### src/rtl/ptp_tod_pkg.sv
package ptp_tod_pkg;

  // Word addresses of the register port
  typedef enum logic [2:0] {
    TOD_SUB  = 3'd0,
    TOD_NSLO = 3'd1,
    TOD_NSHI = 3'd2,
    TOD_RATE = 3'd3,
    TOD_CTRL = 3'd4
  } tod_addr_e;

endpackage

### src/rtl/tod_frac_accum.sv
module tod_frac_accum #(
  parameter int FRAC_W = 32
) (
  input  logic              clk,
  input  logic              rst_n,
  input  logic              adv_en,
  input  logic              clr,
  input  logic              neg,
  input  logic [FRAC_W-2:0] mag,
  output logic [FRAC_W-1:0] frac,
  output logic              carry,
  output logic              borrow
);

  logic [FRAC_W-1:0] frac_q, frac_d;
  logic [FRAC_W:0]   sum_w, dif_w;

  always_comb begin
    sum_w  = {1'b0, frac_q} + {2'b00, mag};
    dif_w  = {1'b0, frac_q} - {2'b00, mag};
    carry  = 1'b0;
    borrow = 1'b0;
    frac_d = frac_q;
    if (clr) begin
      frac_d = '0;
    end else if (adv_en) begin
      if (neg) begin
        frac_d = dif_w[FRAC_W-1:0];
        borrow = dif_w[FRAC_W];
      end else begin
        frac_d = sum_w[FRAC_W-1:0];
        carry  = sum_w[FRAC_W];
      end
    end
  end

  always_ff @(posedge clk or negedge rst_n) begin
    if (!rst_n) frac_q <= '0;
    else        frac_q <= frac_d;
  end

  assign frac = frac_q;

endmodule

### src/rtl/tod_ns_counter.sv
module tod_ns_counter #(
  parameter int NS_W     = 40,
  parameter int NOM_STEP = 8
) (
  input  logic            clk,
  input  logic            rst_n,
  input  logic            adv_en,
  input  logic            load_en,
  input  logic [NS_W-1:0] load_val,
  input  logic            carry,
  input  logic            borrow,
  output logic [NS_W-1:0] ns
);

  localparam logic [NS_W-1:0] STEP = NS_W'(NOM_STEP);

  logic [NS_W-1:0] ns_q, ns_d;

  always_comb begin
    ns_d = ns_q;
    if (load_en)     ns_d = load_val;
    else if (adv_en) ns_d = ns_q + STEP + NS_W'(carry) - NS_W'(borrow);
  end

  always_ff @(posedge clk or negedge rst_n) begin
    if (!rst_n) ns_q <= '0;
    else        ns_q <= ns_d;
  end

  assign ns = ns_q;

endmodule

### src/rtl/tod_reg_if.sv
module tod_reg_if
  import ptp_tod_pkg::*;
#(
  parameter int NS_W   = 40,
  parameter int FRAC_W = 32,
  parameter int REG_W  = 32
) (
  input  logic              clk,
  input  logic              rst_n,
  input  logic              reg_wr,
  input  logic              reg_rd,
  input  logic [2:0]        reg_addr,
  input  logic [REG_W-1:0]  reg_wdata,
  input  logic [NS_W-1:0]   live_ns,
  input  logic [FRAC_W-1:0] live_frac,
  output logic [REG_W-1:0]  reg_rdata,
  output logic              halt,
  output logic              rate_neg,
  output logic [FRAC_W-2:0] rate_mag,
  output logic              load_en,
  output logic [NS_W-1:0]   load_val
);

  localparam int HI_W = NS_W - REG_W;

  logic [REG_W-1:0] stage_lo_q, stage_lo_d;
  logic [NS_W-1:0]  shadow_q, shadow_d;
  logic [REG_W-1:0] rate_q, rate_d;
  logic             halt_q, halt_d;
  logic [REG_W-1:0] rdata_q, rdata_d;
  logic             wr_lo, wr_rate, wr_ctrl, rd_sub;

  always_comb begin
    wr_lo    = reg_wr && (reg_addr == TOD_NSLO);
    wr_rate  = reg_wr && (reg_addr == TOD_RATE);
    wr_ctrl  = reg_wr && (reg_addr == TOD_CTRL);
    rd_sub   = reg_rd && (reg_addr == TOD_SUB);
    load_en  = reg_wr && (reg_addr == TOD_NSHI);
    load_val = {reg_wdata[HI_W-1:0], stage_lo_q};

    stage_lo_d = stage_lo_q;
    if (wr_lo) stage_lo_d = reg_wdata;

    rate_d = rate_q;
    if (wr_rate) rate_d = reg_wdata;

    halt_d = halt_q;
    if (wr_ctrl) halt_d = reg_wdata[REG_W-1];

    shadow_d = shadow_q;
    if (rd_sub) shadow_d = live_ns;

    rdata_d = rdata_q;
    if (reg_rd) begin
      case (reg_addr)
        TOD_SUB:  rdata_d = live_frac;
        TOD_NSLO: rdata_d = shadow_q[REG_W-1:0];
        TOD_NSHI: rdata_d = {{(REG_W-HI_W){1'b0}}, shadow_q[NS_W-1:REG_W]};
        TOD_RATE: rdata_d = rate_q;
        TOD_CTRL: rdata_d = {halt_q, {(REG_W-1){1'b0}}};
        default:  rdata_d = '0;
      endcase
    end
  end

  always_ff @(posedge clk or negedge rst_n) begin
    if (!rst_n) begin
      stage_lo_q <= '0;
      shadow_q   <= '0;
      rate_q     <= '0;
      halt_q     <= 1'b1;
      rdata_q    <= '0;
    end else begin
      stage_lo_q <= stage_lo_d;
      shadow_q   <= shadow_d;
      rate_q     <= rate_d;
      halt_q     <= halt_d;
      rdata_q    <= rdata_d;
    end
  end

  assign reg_rdata = rdata_q;
  assign halt      = halt_q;
  assign rate_neg  = rate_q[REG_W-1];
  assign rate_mag  = rate_q[FRAC_W-2:0];

endmodule

### src/rtl/ptp_tod_counter.sv
module ptp_tod_counter #(
  parameter int NS_W     = 40,
  parameter int FRAC_W   = 32,
  parameter int REG_W    = 32,
  parameter int NOM_STEP = 8
) (
  input  logic              clk,
  input  logic              rst_n,
  input  logic              reg_wr,
  input  logic              reg_rd,
  input  logic [2:0]        reg_addr,
  input  logic [REG_W-1:0]  reg_wdata,
  output logic [REG_W-1:0]  reg_rdata,
  output logic [NS_W-1:0]   time_ns,
  output logic [FRAC_W-1:0] time_frac
);

  logic              halt_w;
  logic              rate_neg_w;
  logic [FRAC_W-2:0] rate_mag_w;
  logic              load_w;
  logic [NS_W-1:0]   load_val_w;
  logic              adv_w;
  logic              carry_w, borrow_w;
  logic [NS_W-1:0]   ns_w;
  logic [FRAC_W-1:0] frac_w;

  // a load wins over the advance of the same cycle
  assign adv_w = !halt_w && !load_w;

  tod_reg_if #(.NS_W(NS_W), .FRAC_W(FRAC_W), .REG_W(REG_W)) u_regs (
    .clk       (clk),
    .rst_n     (rst_n),
    .reg_wr    (reg_wr),
    .reg_rd    (reg_rd),
    .reg_addr  (reg_addr),
    .reg_wdata (reg_wdata),
    .live_ns   (ns_w),
    .live_frac (frac_w),
    .reg_rdata (reg_rdata),
    .halt      (halt_w),
    .rate_neg  (rate_neg_w),
    .rate_mag  (rate_mag_w),
    .load_en   (load_w),
    .load_val  (load_val_w)
  );

  tod_frac_accum #(.FRAC_W(FRAC_W)) u_frac (
    .clk    (clk),
    .rst_n  (rst_n),
    .adv_en (adv_w),
    .clr    (load_w),
    .neg    (rate_neg_w),
    .mag    (rate_mag_w),
    .frac   (frac_w),
    .carry  (carry_w),
    .borrow (borrow_w)
  );

  tod_ns_counter #(.NS_W(NS_W), .NOM_STEP(NOM_STEP)) u_ns (
    .clk      (clk),
    .rst_n    (rst_n),
    .adv_en   (adv_w),
    .load_en  (load_w),
    .load_val (load_val_w),
    .carry    (carry_w),
    .borrow   (borrow_w),
    .ns       (ns_w)
  );

  assign time_ns   = ns_w;
  assign time_frac = frac_w;

endmodule

### config.mk
export PLATFORM = sky130hd
export DESIGN_NAME = ptp_tod_counter
export DESIGN_NICKNAME = d
export VERILOG_FILES = /design/src/rtl/ptp_tod_pkg.sv /design/src/rtl/tod_frac_accum.sv /design/src/rtl/tod_ns_counter.sv /design/src/rtl/tod_reg_if.sv /design/src/rtl/ptp_tod_counter.sv
export SDC_FILE = /design/constraint.sdc
export NUM_CORES = 1
export LEC_CHECK = 0
export BUFFER_PORTS_ARGS = -buffer_cell sky130_fd_sc_hd__buf_2
export CORE_MARGIN = 1
export CORE_UTILIZATION = 52
export DETAILED_ROUTE_END_ITERATION = 12
export GPL_ROUTABILITY_DRIVEN = 1
export HOLD_SLACK_MARGIN = 0.1
export PLACE_DENSITY_LB_ADDON = 0.3
export SLEW_MARGIN = 30
export SYNTH_ARGS = -nofsm -noshare
export SYNTH_HDL_FRONTEND = slang
export SYNTH_HIERARCHICAL = 1
export SYNTH_SLANG_ARGS = --single-unit
### constraint.sdc
create_clock -name clk -period 4.7 [get_ports clk]
set_input_delay 0.705 -clock clk [delete_from_list [all_inputs] [get_ports clk]]
set_output_delay 0.705 -clock clk [all_outputs]
set_load 0.01 [all_outputs]
==> results.md <==
- Mux contribution to synthesized area: 0.133
- Initial Utilization: 0.530
- Final Cell Area: 19,000 um2
- Sink Count: 209
- Fin crit share: 1.13
- Core footprint: 29,600 um2
- Drt pass-1 iters: 5
- Chip height: 176 um
- Sequential fraction of the synthesis area: 0.333
- Skew-Pair Late Insertion Delay: 0.56 ns
- Placed Area: 17,600 um2
- Simple-Gate Fraction of Synth Area: 0.145
- Largest net degree at the start of global routing: 117
- Layout area overhead: 20.8%
- H-tree levels: 1
- Syn_nets: 1,833
- Largest family of logic cells by synthesized area: compound AO/OA/AOI/OAI gates
- Fmax: 189 MHz
- Synth Flop Type: dfrtp_1
- Crit path DAT: 5.71 ns
- Overall global routing resource usage: 0.329
- Row count: 63
- Worst Tran Pin Value: 0.979 ns
- Longest Clk Path Bufs: 3
- Number of vias per cell: 6.12
- Worst hold slack: 0.414 ns
- Final worst path period need: 5.29 ns
- Residual DRC count: 0
- Final setup margin: -0.594 ns
- Synthesized flop and latch total: 209
- Fraction of layout cells with a size suffix above 1: 0.312
- Slew margin rel.: 0.347
- Final setup violation count: 28
- Die Width: 176 um
- Clock-pin slew on the worst setup and hold paths: 0.06 ns
- Most frequent CP cell: ha_4
- Antenna violations before repair: 1
- Synth Area in Adders: 0.0859
- Hold Violations, Final: 0
- Crit end category: flip-flop
- Failing checks: negative setup slack
- Status: finished, violations left
- Tot Pwr: 16.4 mW
- Crit path max fanout: 3
- Die Area: 30,900 um2
- Layout Skew: 0.0135 ns
- Post-synth ARST share: 1.00
- CP required: 5.12 ns
- Max incr delay on CP: 0.43 ns
- Synth top area cells: dfrtp_1 33%, ha_1 8.2%, mux2_2 4.7%
- Commonest cells post-synth: 208 x dfrtp_1, 136 x nand2_1, 128 x inv_1
- Syn_area_per_cell: 9.30 um2
- Yosys top cell by area: dfrtp_1
- Share of the synthesized area in the top cell type: 0.332
- Post-synth EDFFs: 0
- Max Transition Viols Final: 0
- TritonCTS Buffers: 25
- Post-synthesis compound-gate area fraction: 0.199
- Setup Crit Path Kind: flip-flop to flip-flop
- Post-DP HPWL: 38,000 um
- GRT overflow: 0
- Io pins: 143
- Setup crit start kind: flip-flop
- Max_cap viols: 0
- Critical path's slowest cell: dfrtp_1
- TritonCTS clock tree: built
- IO buf count: 142
- Netlist Area Pre-Place: 15,700 um2
- RD Place Congestion: 1.00
- Syn Inst Count: 1,688
- DRT Wirelength: 51,500 um
- Yosys Warn Count: 6
- Leakage power total: 8.81 nW
- First-pass GRT wire length: 79,200 um
- Post-layout util: 0.640
- Peak VDD IR: 0.000594 V
- Nets@finish: 2,086
- # diodes: 0
- Type of the most critical hold path: input pin to flip-flop
- Clock root cell: clkbuf_16
- Routed Antenna Nets: 0
- Filler cells: 2,514
- Vias in the first global route: 13,900
- 1st-iter DRT viols: 1,425
- Library cells used by synthesis: 102
- XOR/XNOR Fraction of Synth Area: 0.0285
- RSZ-0062 raised after global routing: yes
- WL/cell: 21.9 um
- Total number of vias: 14,400
- Cell with the most instances after synthesis: dfrtp_1
- Pwr per Cell Area: 864 nW/um2
==> logic make-up after synthesis <==
logic type               after synthesis
AO/OA/AOI/OAI                        470
AND/OR/NAND/NOR                      447
buffers and inverters                235
flip-flops                           209
multiplexers                         170
adder cells (fa/ha/maj)              106
XOR/XNOR                              51
==> flip-flops by register name, indices dropped and copies added (netlist names) <==
register and cells:
u_regs/reg_rdata 32, u_regs/halt 1, u_frac/frac 32, u_ns/ns 40, u_regs/stage_lo_q 32, u_regs/rate_q 32
u_regs/shadow_q 40
==> report_power, final <==
group / switching (mW) / total (mW) / internal [mW]
Sequential: 0.746 / 3.25 / 2.51
Combinational: 6.03 / 11.0 / 4.99
Clock: 0.839 / 2.12 / 1.28
Total: 7.61 / 16.4 / 8.78
==> placed cells by master, fill, tap and decap left out, types with 64 or more instances in the layout <==
master   netlist  layout
dfrtp_1      208     208
buf_4         18     180
buf_2         13     141
nand2_1      136     135
inv_1        128     125
nor2_1       113     109
a21oi_1      115     105
ha_1         103      99
o21ai_0      121      97
mux2_2        65      64
==> area by class of cell <==
class / instances / area [um2] / share of cell area
inverter: 128 / 483 / 0.0255
multi-input combinational: 1244 / 9660 / 0.509
sequential: 209 / 5230 / 0.276
clock inverter: 13 / 189 / 0.00996
tap: 390 / 488 / 0.0257
clock buffer: 32 / 702 / 0.0370
timing repair buffer: 333 / 2210 / 0.117
==> path summary, 6_finish.rpt <==
kind / startpoint / cells past startpoint / slack (ns) / end
max: u_regs/rate_q[0]$_DFFE_PN0P_ / 26 / -0.59 / u_ns/ns[38]$_DFFE_PN0P_
min: reg_wdata[27] / 2 / 0.41 / u_regs/rate_q[27]$_DFFE_PN0P_
max reg2reg: u_regs/rate_q[0]$_DFFE_PN0P_ / 26 / -0.59 / u_ns/ns[38]$_DFFE_PN0P_
min reg2reg: u_regs/stage_lo_q[0]$_DFFE_PN0P_ / 2 / 0.48 / u_ns/ns[0]$_DFFE_PN0P_
max in group asynchronous: rst_n / 4 / 2.88 / u_regs/shadow_q[3]$_DFFE_PN0P_
min in group asynchronous: rst_n / 2 / 0.61 / u_regs/rate_q[21]$_DFFE_PN0P_
==> critical path, delay by kind of cell, from the launching register on <==
family	cells	cell delay (ns)
adders and majority gates	5	1.17
AOI/OAI and AO/OA	13	2.46
xor gates and xnor gates	1	0.17
buffers and inverters	4	0.37
DFF	1	0.43
and+or+nand+nor	3	0.53
==> what timing repair did <==
action	in CTS	in global routing
setup buffers	17	10
pin swaps	43	26
endpoints found under the setup margin	30	33
resized for setup	60	27
endpoints found under the hold margin	0	29
hold buffers	0	1
==> routing by layer <==
layer	share of wire	up-vias	global-route usage
met2	0.45	580	0.510
met5	0.00025	-	0
li1	-	6546	-
met3	0.069	122	0.0457
met1	0.45	7132	0.471
met4	0.035	2	0.111
==> per-stage QoR <==
step | worst slack [ns] | TNS [ns] | instances
after floorplan | -0.240 | -0.244 | 1688
after global placement | -0.521 | -8.78 | 2283
after detailed placement | -0.670 | -11.67 | 2283
after CTS | -0.385 | -3.35 | 2343
after global routing | -0.715 | -11.61 | 2349
final | -0.594 | -7.19 | 2349
No activity file was read; power rests on OpenSTA's default activity.
